`config.mk`:
```
export PLATFORM = sky130hd
export DESIGN_NAME = spi_regif
export DESIGN_NICKNAME = d
export VERILOG_FILES = /design/src/rtl/spi_regif_pkg.sv /design/src/rtl/spi_regif_sync.sv /design/src/rtl/spi_regif_frame.sv /design/src/rtl/spi_regif_txshift.sv /design/src/rtl/spi_regif.sv
export SDC_FILE = /design/constraint.sdc
export NUM_CORES = 1
export LEC_CHECK = 0
export BUFFER_PORTS_ARGS = -buffer_cell sky130_fd_sc_hd__buf_2
export CAP_MARGIN = 15
export CORE_MARGIN = 2
export CORE_UTILIZATION = 25
export DETAILED_ROUTE_END_ITERATION = 10
export PLACE_DENSITY = 0.5
export SLEW_MARGIN = 15
export SYNTH_ARGS = -nofsm -noshare
export SYNTH_HDL_FRONTEND = slang
export SYNTH_SLANG_ARGS = --single-unit
```
`constraint.sdc`:
```
create_clock -name clk -period 3.2 [get_ports clk]
set_input_delay 0.16 -clock clk [delete_from_list [all_inputs] [get_ports clk]]
set_output_delay 0.16 -clock clk [all_outputs]
set_load 0.02 [all_outputs]
```
`src/rtl/spi_regif_pkg.sv`:
```
package spi_regif_pkg;

   typedef enum logic [1:0] {
      OP_CLR = 2'b00,
      OP_RD  = 2'b01,
      OP_WR  = 2'b10,
      OP_LD  = 2'b11
   } op_e;

   typedef enum logic [1:0] {
      PH_IDLE,
      PH_INSTR,
      PH_DATA,
      PH_DONE
   } phase_e;

   localparam logic [2:0] TGT_MODE_A = 3'b001;
   localparam logic [2:0] TGT_MODE_B = 3'b010;
   localparam logic [2:0] TGT_PRESET = 3'b011;
   localparam logic [2:0] TGT_COUNT  = 3'b100;
   localparam logic [2:0] TGT_SNAP   = 3'b101;
   localparam logic [2:0] TGT_STATUS = 3'b110;

   function automatic logic tgt_valid(input logic [2:0] t);
      return (t != 3'b000) && (t != 3'b111);
   endfunction

   function automatic logic tgt_wide(input logic [2:0] t);
      return (t == TGT_PRESET) || (t == TGT_COUNT) || (t == TGT_SNAP);
   endfunction

endpackage

```
`src/rtl/spi_regif_sync.sv`:
```
module spi_regif_sync #(
   parameter int           STAGES  = 2,
   parameter int           NSIG    = 3,
   parameter logic [NSIG-1:0] RST_VAL = '0
) (
   input  logic            clk,
   input  logic            rst_n,
   input  logic [NSIG-1:0] din,
   output logic [NSIG-1:0] dout
);

   initial begin
      AST_CFG_STAGES: assert (STAGES >= 2) else $error("sync needs two or more stages");
   end

   for (genvar g = 0; g < NSIG; g++) begin : g_chain
      logic [STAGES-1:0] sh;
      always_ff @(posedge clk or negedge rst_n) begin
         if (!rst_n) sh <= {STAGES{RST_VAL[g]}};
         else        sh <= {sh[STAGES-2:0], din[g]};
      end
      assign dout[g] = sh[STAGES-1];
   end

endmodule

```
`src/rtl/spi_regif_frame.sv`:
```
module spi_regif_frame
   import spi_regif_pkg::*;
#(
   parameter int MAX_BYTES = 4
) (
   input  logic                         clk,
   input  logic                         rst_n,
   input  logic                         sck_lvl,
   input  logic                         cs_lvl,
   input  logic                         mosi_lvl,
   input  logic [1:0]                   cfg_width,
   output logic                         sck_fall,
   output logic                         cs_fall,
   output logic                         tx_en,
   output logic [$clog2(8*MAX_BYTES+1)-1:0] nbits,
   output logic [2:0]                   reg_sel,
   output logic                         rd_stb,
   output logic                         wr_stb,
   output logic                         clr_stb,
   output logic                         ld_stb,
   output logic [8*MAX_BYTES-1:0]       wr_data
);

   localparam int DW = 8 * MAX_BYTES;
   localparam int CW = $clog2(DW + 1);

   logic          sck_q, cs_q;
   logic          sck_rise, cs_rise;
   phase_e        phase_q;
   op_e           op_q;
   logic [6:0]    instr_sh;
   logic [7:0]    nxt_instr;
   logic [CW-1:0] bitcnt_q;
   logic [CW-1:0] nbits_q;
   logic [CW-1:0] nbits_dec;
   logic [DW-1:0] dshift_q;
   logic          wr_full_q;
   logic          cmd_seen_q;

   // edge detection on the synchronized levels
   always_ff @(posedge clk or negedge rst_n) begin
      if (!rst_n) begin
         sck_q <= 1'b0;
         cs_q  <= 1'b1;
      end else begin
         sck_q <= sck_lvl;
         cs_q  <= cs_lvl;
      end
   end

   assign sck_rise = sck_lvl & ~sck_q;
   assign sck_fall = ~sck_lvl & sck_q;
   assign cs_rise  = cs_lvl & ~cs_q;
   assign cs_fall  = ~cs_lvl & cs_q;

   assign nxt_instr = {instr_sh, mosi_lvl};

   // byte count of the command being decoded
   if (MAX_BYTES == 1) begin : g_fixed_count
      assign nbits_dec = CW'(8);
   end else begin : g_sized_count
      always_comb begin
         int b;
         b = tgt_wide(nxt_instr[5:3]) ? int'(cfg_width) + 1 : 1;
         if (b > MAX_BYTES) b = MAX_BYTES;
         nbits_dec = CW'(b * 8);
      end
   end

   always_ff @(posedge clk or negedge rst_n) begin
      if (!rst_n) begin
         phase_q    <= PH_IDLE;
         op_q       <= OP_CLR;
         instr_sh   <= '0;
         bitcnt_q   <= '0;
         nbits_q    <= CW'(8);
         dshift_q   <= '0;
         wr_full_q  <= 1'b0;
         reg_sel    <= '0;
         rd_stb     <= 1'b0;
         wr_stb     <= 1'b0;
         clr_stb    <= 1'b0;
         ld_stb     <= 1'b0;
      end else begin
         rd_stb  <= 1'b0;
         wr_stb  <= 1'b0;
         clr_stb <= 1'b0;
         ld_stb  <= 1'b0;
         if (cs_fall) begin
            phase_q   <= PH_INSTR;
            bitcnt_q  <= '0;
            wr_full_q <= 1'b0;
         end else if (cs_rise) begin
            if (phase_q == PH_DONE && op_q == OP_WR && wr_full_q) wr_stb <= 1'b1;
            phase_q <= PH_IDLE;
         end else if (sck_rise) begin
            case (phase_q)
               PH_INSTR: begin
                  instr_sh <= nxt_instr[6:0];
                  bitcnt_q <= bitcnt_q + CW'(1);
                  if (bitcnt_q == CW'(7)) begin
                     op_q     <= op_e'(nxt_instr[7:6]);
                     reg_sel  <= nxt_instr[5:3];
                     nbits_q  <= nbits_dec;
                     bitcnt_q <= '0;
                     dshift_q <= '0;
                     if (!tgt_valid(nxt_instr[5:3])) begin
                        phase_q <= PH_DONE;
                     end else begin
                        case (op_e'(nxt_instr[7:6]))
                           OP_CLR: begin clr_stb <= 1'b1; phase_q <= PH_DONE; end
                           OP_LD:  begin ld_stb  <= 1'b1; phase_q <= PH_DONE; end
                           OP_RD:  begin rd_stb  <= 1'b1; phase_q <= PH_DATA; end
                           default: phase_q <= PH_DATA;
                        endcase
                     end
                  end
               end
               PH_DATA: begin
                  bitcnt_q <= bitcnt_q + CW'(1);
                  if (op_q == OP_WR) dshift_q <= {dshift_q[DW-2:0], mosi_lvl};
                  if (bitcnt_q == nbits_q - CW'(1)) begin
                     phase_q <= PH_DONE;
                     if (op_q == OP_WR) wr_full_q <= 1'b1;
                  end
               end
               default: ;
            endcase
         end
      end
   end

   assign tx_en   = (op_q == OP_RD) && (phase_q == PH_DATA || phase_q == PH_DONE);
   assign nbits   = nbits_q;
   assign wr_data = dshift_q;

   // checker bookkeeping: one command per frame
   always_ff @(posedge clk or negedge rst_n) begin
      if (!rst_n)                          cmd_seen_q <= 1'b0;
      else if (cs_fall)                    cmd_seen_q <= 1'b0;
      else if (rd_stb || clr_stb || ld_stb) cmd_seen_q <= 1'b1;
   end

   AST_DATA_WITHIN_COUNT: assert property (@(posedge clk) disable iff (!rst_n)
      (phase_q == PH_DATA) |-> (bitcnt_q < nbits_q));
   AST_WR_AFTER_DESELECT: assert property (@(posedge clk) disable iff (!rst_n)
      wr_stb |-> (cs_lvl && $past(cs_lvl)));
   AST_RD_IGNORES_MOSI: assert property (@(posedge clk) disable iff (!rst_n)
      (phase_q == PH_DATA && op_q == OP_RD) |-> (dshift_q == '0));
   AST_ONE_CMD_PER_FRAME: assert property (@(posedge clk) disable iff (!rst_n)
      (rd_stb || clr_stb || ld_stb) |-> !cmd_seen_q);

endmodule

```
`src/rtl/spi_regif_txshift.sv`:
```
module spi_regif_txshift #(
   parameter int MAX_BYTES = 4
) (
   input  logic                             clk,
   input  logic                             rst_n,
   input  logic                             cs_fall,
   input  logic                             sck_fall,
   input  logic                             tx_en,
   input  logic                             rd_stb,
   input  logic [$clog2(8*MAX_BYTES+1)-1:0] nbits,
   input  logic [8*MAX_BYTES-1:0]           rd_data,
   output logic                             miso_q
);

   localparam int DW = 8 * MAX_BYTES;
   localparam int CW = $clog2(DW + 1);

   logic [DW-1:0] oshift_q;
   logic          load_q;
   logic [CW-1:0] shamt;

   // left-align the requested low bytes so the shift-out starts at their MSB
   assign shamt = CW'(DW) - nbits;

   always_ff @(posedge clk or negedge rst_n) begin
      if (!rst_n) begin
         oshift_q <= '0;
         load_q   <= 1'b0;
         miso_q   <= 1'b0;
      end else begin
         load_q <= rd_stb;
         if (cs_fall) begin
            oshift_q <= '0;
            miso_q   <= 1'b0;
         end else if (load_q) begin
            oshift_q <= rd_data << shamt;
         end else if (sck_fall && tx_en) begin
            miso_q   <= oshift_q[DW-1];
            oshift_q <= {oshift_q[DW-2:0], 1'b0};
         end
      end
   end

   AST_MISO_ON_SCK_FALL: assert property (@(posedge clk) disable iff (!rst_n)
      !$stable(miso_q) |-> ($past(sck_fall) || $past(cs_fall)));

endmodule

```
`src/rtl/spi_regif.sv`:
```
module spi_regif #(
   parameter int MAX_BYTES   = 4,
   parameter int SYNC_STAGES = 2
) (
   input  logic                   clk,
   input  logic                   rst_n,
   input  logic                   spi_sck,
   input  logic                   spi_cs_n,
   input  logic                   spi_mosi,
   output logic                   spi_miso,
   output logic                   spi_miso_oe,
   input  logic [1:0]             cfg_width,
   output logic [2:0]             reg_sel,
   output logic                   rd_stb,
   input  logic [8*MAX_BYTES-1:0] rd_data,
   output logic                   wr_stb,
   output logic [8*MAX_BYTES-1:0] wr_data,
   output logic                   clr_stb,
   output logic                   ld_stb
);

   localparam int CW = $clog2(8 * MAX_BYTES + 1);

   initial begin
      AST_CFG_BYTES: assert (MAX_BYTES >= 1 && MAX_BYTES <= 4) else $error("MAX_BYTES out of range");
   end

   logic [2:0]    lvl;
   logic          sck_fall, cs_fall, tx_en, miso_q;
   logic [CW-1:0] nbits;

   spi_regif_sync #(
      .STAGES (SYNC_STAGES),
      .NSIG   (3),
      .RST_VAL(3'b100)
   ) u_sync (
      .clk  (clk),
      .rst_n(rst_n),
      .din  ({spi_cs_n, spi_sck, spi_mosi}),
      .dout (lvl)
   );

   spi_regif_frame #(.MAX_BYTES(MAX_BYTES)) u_frame (
      .clk      (clk),
      .rst_n    (rst_n),
      .sck_lvl  (lvl[1]),
      .cs_lvl   (lvl[2]),
      .mosi_lvl (lvl[0]),
      .cfg_width(cfg_width),
      .sck_fall (sck_fall),
      .cs_fall  (cs_fall),
      .tx_en    (tx_en),
      .nbits    (nbits),
      .reg_sel  (reg_sel),
      .rd_stb   (rd_stb),
      .wr_stb   (wr_stb),
      .clr_stb  (clr_stb),
      .ld_stb   (ld_stb),
      .wr_data  (wr_data)
   );

   spi_regif_txshift #(.MAX_BYTES(MAX_BYTES)) u_tx (
      .clk     (clk),
      .rst_n   (rst_n),
      .cs_fall (cs_fall),
      .sck_fall(sck_fall),
      .tx_en   (tx_en),
      .rd_stb  (rd_stb),
      .nbits   (nbits),
      .rd_data (rd_data),
      .miso_q  (miso_q)
   );

   assign spi_miso    = miso_q & ~spi_cs_n;
   assign spi_miso_oe = ~spi_cs_n;

   AST_STROBE_EXCLUSIVE: assert property (@(posedge clk) disable iff (!rst_n)
      $onehot0({rd_stb, wr_stb, clr_stb, ld_stb}));

endmodule

```
* Word level (Yosys, flattened, before mapping) *
Index checks and enable logic that the tools add are counted.

word-level totals
  bits in registers = 102
  input bits = 39
  output and inout port bits = 41

operators by class
  $add $sub $neg = 4
  order comparisons = 1
  equal/unequal tests = 19
  shift operators = 1
  muxes and demuxes = 54
  bitwise logic cells = 12
  reduce and logical (&&, ||, !) cells = 28

operators with widths
  operator               number
  $mux W32               5
  $pmux W32 S2           1
  $mux W1                34
  $gt A32 B4 Y1 const B  1
  $shl A32 B6 Y32        1
  $mux W6                4
  $mux W2                6
  $pmux W6 S2            1
  $reduce_bool A2 Y1     6
  $reduce_bool A3 Y1     4
  $reduce_and A5 Y1      2
  $eq A2 B2 Y1 const B   4
  $ne A4 B2 Y1 const B   2
  $reduce_and A4 Y1      2
  $not A1 Y1             7
  $add A6 B1 Y6 const B  1
  $eq A2 B1 Y1 const B   3
  $eq A3 B3 Y1 const B   2
  $eq A6 B3 Y1 const B   1
  $eq A6 B6 Y1           1
  $mux W3                2
  $reduce_and A6 Y1      1
  $sub A6 B1 Y6 const B  1
  $sub A6 B6 Y6 const A  1
  other kinds (14)       26

* Logic depth before layout (Yosys ltp) *
Gate-level depths: netlist (run 1).

  depth after elaboration = 9
  mapped depth = 9

* Modules after synthesis *
A second synthesis (run 1) with hierarchy kept.

second synthesis, totals
  cells, all modules = 649
  area total of the unflattened synthesis = 6765.2 sq um

modules (own cells, without submodules)
  module             times used  cells an instance  area each (sq um)  sequential area each (sq um)
  spi_regif_txshift  1           354                3548.4             850.8
  spi_regif_frame    1           284                3031.7             1554.0
  spi_regif_sync     1           9                  175.2              152.6
  spi_regif          1           2                  10.0               0.0

* Worst setup path after synthesis (run 1) *
OpenSTA, ideal clock, no wires.

  path kind = register to register
  from = register u_frame.nbits_q[3], in the netlist u_frame.nbits[3]
  to = register u_tx.oshift_q[26]
  data arrival time = 2.250 ns
  data required time = 3.068 ns
  setup slack = 0.818 ns
  cell stages (with the launch flop) = 9
  clock period less this slack = 2.382 ns
  path through = dfstp_2 > buf_2 > clkinv_1 > ha_1 > buf_2 > buf_2 > mux4_2 > a22oi_1 > o2bb2ai_1

on the way
  cells in the longest elaborated chain, start to end = 4

RTL lines
  what                      line                     RTL
  start: declaration        spi_regif_frame.sv:34    logic [CW-1:0] nbits_q;
  start signal: assignment  spi_regif_frame.sv:104   nbits_q <= nbits_dec;
  $sub A6 B6 Y6             spi_regif_txshift.sv:23  assign shamt = CW'(DW) - nbits;
  $shl A32 B6 Y32           spi_regif_txshift.sv:36  oshift_q <= rd_data << shamt;
  $mux W32                  spi_regif_txshift.sv:35  end else if (load_q) begin
  $mux W32                  spi_regif_txshift.sv:32  if (cs_fall) begin
  end signal: assignment    spi_regif_txshift.sv:36
  end signal: assignment    spi_regif_txshift.sv:39  oshift_q <= {oshift_q[DW-2:0], 1'b0};
  end: declaration          spi_regif_txshift.sv:18  logic [DW-1:0] oshift_q;

Every way passes these cells.
A chain may end at the register's enable or synchronous reset.

* Final worst setup path (run 1) *
  from = register u_frame.nbits_q[3], in the netlist u_frame.nbits[3]
  to = register u_frame.phase_q[0]

on the way
  cells in the longest elaborated chain, start to end = 4

RTL lines
  what                                line                    RTL
  $sub A6 B1 Y6                       spi_regif_frame.sv:122  if (bitcnt_q == nbits_q - CW'(1)) begin
  $eq A6 B6 Y1                        spi_regif_frame.sv:122
  $ne A4 B2 Y1 (no source line)       -
  $reduce_and A4 Y1 (no source line)  -
  end signal: assignment              spi_regif_frame.sv:113  OP_RD: begin rd_stb <= 1'b1; phase_q <= PH_DATA; end
  end signal: assignment              spi_regif_frame.sv:114  default: phase_q <= PH_DATA;
  end signal: assignment              spi_regif_frame.sv:123  phase_q <= PH_DONE;
  end: declaration                    spi_regif_frame.sv:29   phase_e phase_q;

Every way passes these cells.

==> results of run 1 <==
-- stage by stage --
stage / hold WS (ps) / setup slack, ps / cells / power, mW
2_1_floorplan: -135.6 / 818.2 / 461 / 1.862
6_report: 193.5 / 420.0 / 812 / 3.149
3_5_place_dp: 269.4 / 476.2 / 792 / 2.038
5_1_grt: 170.9 / 239.6 / 812 / 3.322
3_3_place_gp: 272.2 / 497.3 / 792 / 2.023
4_1_cts: 172.0 / 437.7 / 812 / 3.205
-- cells in the mapped netlist (2+ instances only) --
cell	number
nand2b_1	2
a22o_1	17
xnor2_1	3
inv_1	46
nor4_1	3
a32oi_1	3
buf_6	3
buf_2	8
mux4_2	4
o31ai_1	3
o21ai_0	11
or3_1	2
nand3_1	7
nand2_1	55
and2_1	4
a21oi_1	11
nor3_1	2
a22oi_1	18
o2bb2ai_1	30
mux2_2	16
clkbuf_1	15
ha_1	11
nor2b_1	3
nor2_1	5
mux2i_1	53
dfstp_2	4
o21ai_1	2
dfrtp_1	98
o22ai_1	2
-- cell type report --
cell class / instances / area share, %
repair buffers: 91 / 8.321
clock inverters: 4 / 0.8770
inverters: 47 / 2.876
flip-flops and latches: 102 / 41.69
clock buffers: 12 / 4.181
well taps: 270 / 5.507
multi-input cells: 286 / 36.55
-- what timing repair did --
item	CTS	global route
hold endpoints to repair	60	0
hold buffers	4	0
setup buffers	0	0
-- worst paths after layout --
path	endpoint	slack [ps]	from	cells after the start
max in group asynchronous	u_frame.cs_q	1980	rst_n	3
max reg2reg	u_frame.phase_q[0]	420	u_frame.nbits[3]	6
min	u_tx.oshift_q[6]	190	rd_data[6]	3
min in group asynchronous	u_tx.oshift_q[17]	450	rst_n	2
min reg2reg	u_sync.g_chain[0].sh[1]	360	u_sync.g_chain[0].sh[0]	0
max	u_frame.phase_q[0]	420	u_frame.nbits[3]	6
-- cell families after synthesis --
kind of cell / synth area share, %
AOI/OAI and AO/OA: 15.82
xor gates and xnor gates: 0.9826
adders and majority gates: 2.702
buffers and inverters: 6.018
DFF: 50.21
muxes: 15.72
and+or+nand+nor: 8.549
-- flip-flops by register name, summed over array words and instances (netlist names), 2 cells and up --
signal,cells
u_sync.g_chain.sh,6
u_frame.phase_q,2
u_frame.op_q,2
u_frame.reg_sel,3
u_tx.oshift_q,32
u_frame.instr_sh,7
u_frame.bitcnt_q,6
u_frame.wr_data,32
u_frame.nbits,3
-- report_power, final --
part	internal, mW	total (mW)	leakage, nW	switching, mW
combinational	0.241	0.567	1.40	0.326
clock	0.653	1.13	0.145	0.482
sequential	1.37	1.45	1.37	0.0794
total	2.26	3.15	2.92	0.887
-- layer usage --
layer	wire (µm)	vias up
met5	0	-
met4	97	0
met3	797	9
met2	5691	107
met1	5918	1900
li1	-	1797
-- tightest hold or removal path, delay by kind of cell --
kind                   cells  cell delay (ps)
AO/OA/AOI/OAI              2              210
buffers and inverters      1              130
==> results_dict.tcl, run 1 <==
set metrics [dict create \
    status "finished, final reports clean" \
    dp_hpwl_um 8485 \
    ys.flop_type "dfrtp_1" \
    syn_nets 511 \
    synthCells 461 \
    grt_pass1_vias 3823 \
    h-tree-depth 3 \
    arrival_ps 3000 \
    synth_enable_flop_cells 0 \
    dr.first_iter.drc_count 190 \
    n_fill_cell 2092 \
    synth.top_cell.area_share_pct 48.15 \
    nets 587 \
    synth.area.top_cells "dfrtp_1 48%, mux2i_1 10%, o2bb2ai_1 5.2%" \
    worstPathCellList "clkinv_1 -> ha_1 -> xnor2_1 -> o41ai_1 -> a31oi_1 -> mux2i_1" \
    synth_warnings 0 \
    drive_gt1_share_pct 24.35 \
    max_stage_delay_ps 840 \
    dpl_cell_area_mm2 0.005781 \
    multiInputGateArea_mm2 0.002242 \
    grt_use_met3_pct 3.913 \
    yosysSeqAreaShare_pct 50.21 \
    hold_viol_final 0 \
    wl_um 12500 \
    p_leak_nw 2.921 \
    final_common_cell "dfrtp_1" \
    cts_root_buf "clkbuf_16" \
    overflow 0 \
    hold_class "input port to flop" \
    synth.distinct_cells 49 \
    fin_crit_sh_pct 86.87 \
    drv_cap 0 \
    routedWlPerCell_um 15.40 \
    firstDrtPassIters 4 \
    numCtsBuffers 9 \
    cts_resized 0 \
    drtAntennaViolNets 0 \
    period_needed_ps 2780 \
    portBuffers 79 \
    cp.required_ps 3420 \
    antenna_cells 0 \
    dieWidth_um 146.7 \
    cts.clk_slew.worst_paths_ps 70 \
    grt_start_max_net_pins 61 \
    clock_latency_ps 350 \
    maxSlewViolCount 0 \
    max_freq_ghz 0.3597 \
    drc_errors 0 \
    relSlewSlack_pct 45.35 \
    use_met2_pct 18.36 \
    vdd.ir_drop.worst_mv 0.2436 \
    worstPathMaxFanout 17 \
    power_density_mw_per_mm2 513.3 \
    grt_first_pass_wirelength_um 20510 \
    clock_path_buffers 2 \
    grt.total_usage_pct 11.82 \
    finalSetupTns_ps 0 \
    setup.worst_path.end_class "flop" \
    core_mm2 0.02010 \
    grt.busiest_layer "met2" \
    dieArea_mm2 0.02153 \
    post-route-util_pct 30.51 \
    slowest_stage "ha_1" \
    netlist_area_mm2 0.005094 \
    cts_tree "built" \
    cp_num_buf_inv 1 \
    worstMarginPinSlew_ps 819.7 \
    syn2layout_area_growth_pct 20.44 \
    async_flop_share_pct 100.0 \
    grt_use_met1_pct 16.05 \
    synth_area_leader_cell "dfrtp_1" \
    antenna_found_initial 0 \
    die_height_um 146.7 \
    avgViaCountPerCell 4.696 \
    ios 80 \
    crit_family "adder cells" \
    finalSetupViolCount 0 \
    cts_sinks 102 \
    rsz0062_at_grt "no" \
    syn_area_per_cell_um2 11.05 \
    place.gp.congestion 0.8088 \
    seq_area_mm2 0.002557 \
    path_class "flop to flop" \
    fin_area_mm2 0.006135 \
    synth-seq-cells 102 \
    critPathLaunchType "flop" \
    vias 3813 \
    start_util_pct 25.34 \
    fin_worst_skew_ps 6.211 \
    final_cell_mix "98 x dfrtp_1, 78 x buf_2, 55 x nand2_1" \
    rows 52 \
]
Note: power is estimated with default switching activity, not from simulation.
==> run 2: changes to the inputs <==
--- a/config.mk
+++ b/config.mk
@@ -8,9 +8,9 @@
 export BUFFER_PORTS_ARGS = -buffer_cell sky130_fd_sc_hd__buf_2
 export CAP_MARGIN = 15
 export CORE_MARGIN = 2
-export CORE_UTILIZATION = 25
+export CORE_UTILIZATION = 57
 export DETAILED_ROUTE_END_ITERATION = 10
-export PLACE_DENSITY = 0.5
+export PLACE_DENSITY = 0.88
 export SLEW_MARGIN = 15
 export SYNTH_ARGS = -nofsm -noshare
 export SYNTH_HDL_FRONTEND = slang
==> results_dict.tcl, run 2 (synthesis gave the netlist of run 1 again) <==
set metrics [dict create \
    status "finished, final reports clean" \
    die_height_um 98.53 \
    dp_hpwl_um 7855 \
    grt_start_max_net_pins 88 \
    nets 587 \
    cts_sinks 102 \
    final_cell_mix "98 x dfrtp_1, 78 x buf_2, 55 x nand2_1" \
    drtAntennaViolNets 0 \
    antenna_cells 0 \
    vdd.ir_drop.worst_mv 0.3491 \
    dr.first_iter.drc_count 307 \
    ios 80 \
    critPathLaunchType "flop" \
    period_needed_ps 2703 \
    drc_errors 0 \
    place.gp.congestion 0.9023 \
    cts.clk_slew.worst_paths_ps 100 \
    cts_root_buf "clkbuf_8" \
    relSlewSlack_pct 48.62 \
    max_freq_ghz 0.3700 \
    finalSetupTns_ps 0 \
    portBuffers 79 \
    cts_tree "built" \
    overflow 0 \
    routedWlPerCell_um 17.40 \
    numCtsBuffers 9 \
    grt.total_usage_pct 23.90 \
    final_common_cell "dfrtp_1" \
    clock_path_buffers 2 \
    clock_latency_ps 370 \
    avgViaCountPerCell 5.980 \
    dieWidth_um 98.53 \
    drive_gt1_share_pct 24.35 \
    firstDrtPassIters 5 \
    hold_class "input port to flop" \
    vias 3887 \
    syn2layout_area_growth_pct 14.52 \
    arrival_ps 2960 \
    hold_viol_final 0 \
    setup.worst_path.end_class "flop" \
    wl_um 11310 \
    worstMarginPinSlew_ps 770.7 \
    post-route-util_pct 67.21 \
    p_leak_nw 2.880 \
    grt_first_pass_wirelength_um 18600 \
    core_mm2 0.008678 \
    path_class "flop to flop" \
    dieArea_mm2 0.009708 \
    grt_pass1_vias 3820 \
    rsz0062_at_grt "no" \
    maxSlewViolCount 0 \
    power_density_mw_per_mm2 500.4 \
    h-tree-depth 3 \
    fin_crit_sh_pct 84.47 \
    worstPathMaxFanout 11 \
    cp.required_ps 3460 \
    fin_hold_ws_ps 136.8 \
    rows 34 \
    antenna_found_initial 0 \
    start_util_pct 58.69 \
    drv_cap 0 \
    finalSetupViolCount 0 \
    fin_worst_skew_ps 9.396 \
]
run 2: per-stage QoR:
stage | cells | power [mW] | setup slack [ps] | instance area (µm²)
2_1_floorplan | 461 | 1.862 | 818.2 | 5094
3_3_place_gp | 630 | 1.995 | 775.1 | 5562
3_5_place_dp | 630 | 2.032 | 621.3 | 5562
4_1_cts | 649 | 2.926 | 600.8 | 5812
5_1_grt | 650 | 3.055 | 434.1 | 5833
6_report | 650 | 2.919 | 497.1 | 5833
run 2: what timing repair did:
item,in CTS,in global routing
buffers inserted,0,0
hold endpoints to repair,3,83
resized for setup,0,0
setup endpoints to repair,0,0
hold buffers,3,1
run 2: where the power goes:
group | internal (mW) | switching (mW) | total (mW)
registers | 1.37 | 0.0791 | 1.45
clock network | 0.448 | 0.450 | 0.898
logic | 0.243 | 0.333 | 0.576
run 2: area by class of cell:
class | count | area (µm²)
Clock buffer | 10 | 127.6
Clock inverter | 6 | 92.59
Fill cell | 661 | 2845
Inverter | 47 | 176.4
Multi-Input combinational cell | 286 | 2242
Sequential cell | 102 | 2557
Tap cell | 108 | 135.1
Timing Repair Buffer | 91 | 501.7
run 2: worst max-delay path, stage by stage, from the launching register on:
cell and delay [ps]:
dfstp_2 540, clkinv_1 230, ha_1 630, xnor2_1 180, o41ai_1 680, a31oi_1 200
mux2i_1 150
run 2: metal layers:
metal	track usage, %	up-vias	part of all wire, %
li1	-	1799	-
met1	31.32	1906	41
met2	39.72	162	50
met3	5.177	20	6.8
met4	8.325	0	2.4
met5	0	-	0
run 2: final timing paths:
| check | from | cells past startpoint | slack, ps | end |
|---|---|---|---|---|
| setup / recovery | u_frame.nbits[3] | 6 | 500 | u_frame.phase_q[0] |
| min in group asynchronous | rst_n | 2 | 390 | u_tx.oshift_q[25] |
| hold reg to reg | u_sync.g_chain[0].sh[0] | 0 | 360 | u_sync.g_chain[0].sh[1] |
| hold / removal | rd_data[0] | 3 | 140 | u_tx.oshift_q[0] |
| max in group asynchronous | rst_n | 3 | 2000 | u_frame.cs_q |
| setup reg to reg | u_frame.nbits[3] | 6 | 500 | u_frame.phase_q[0] |
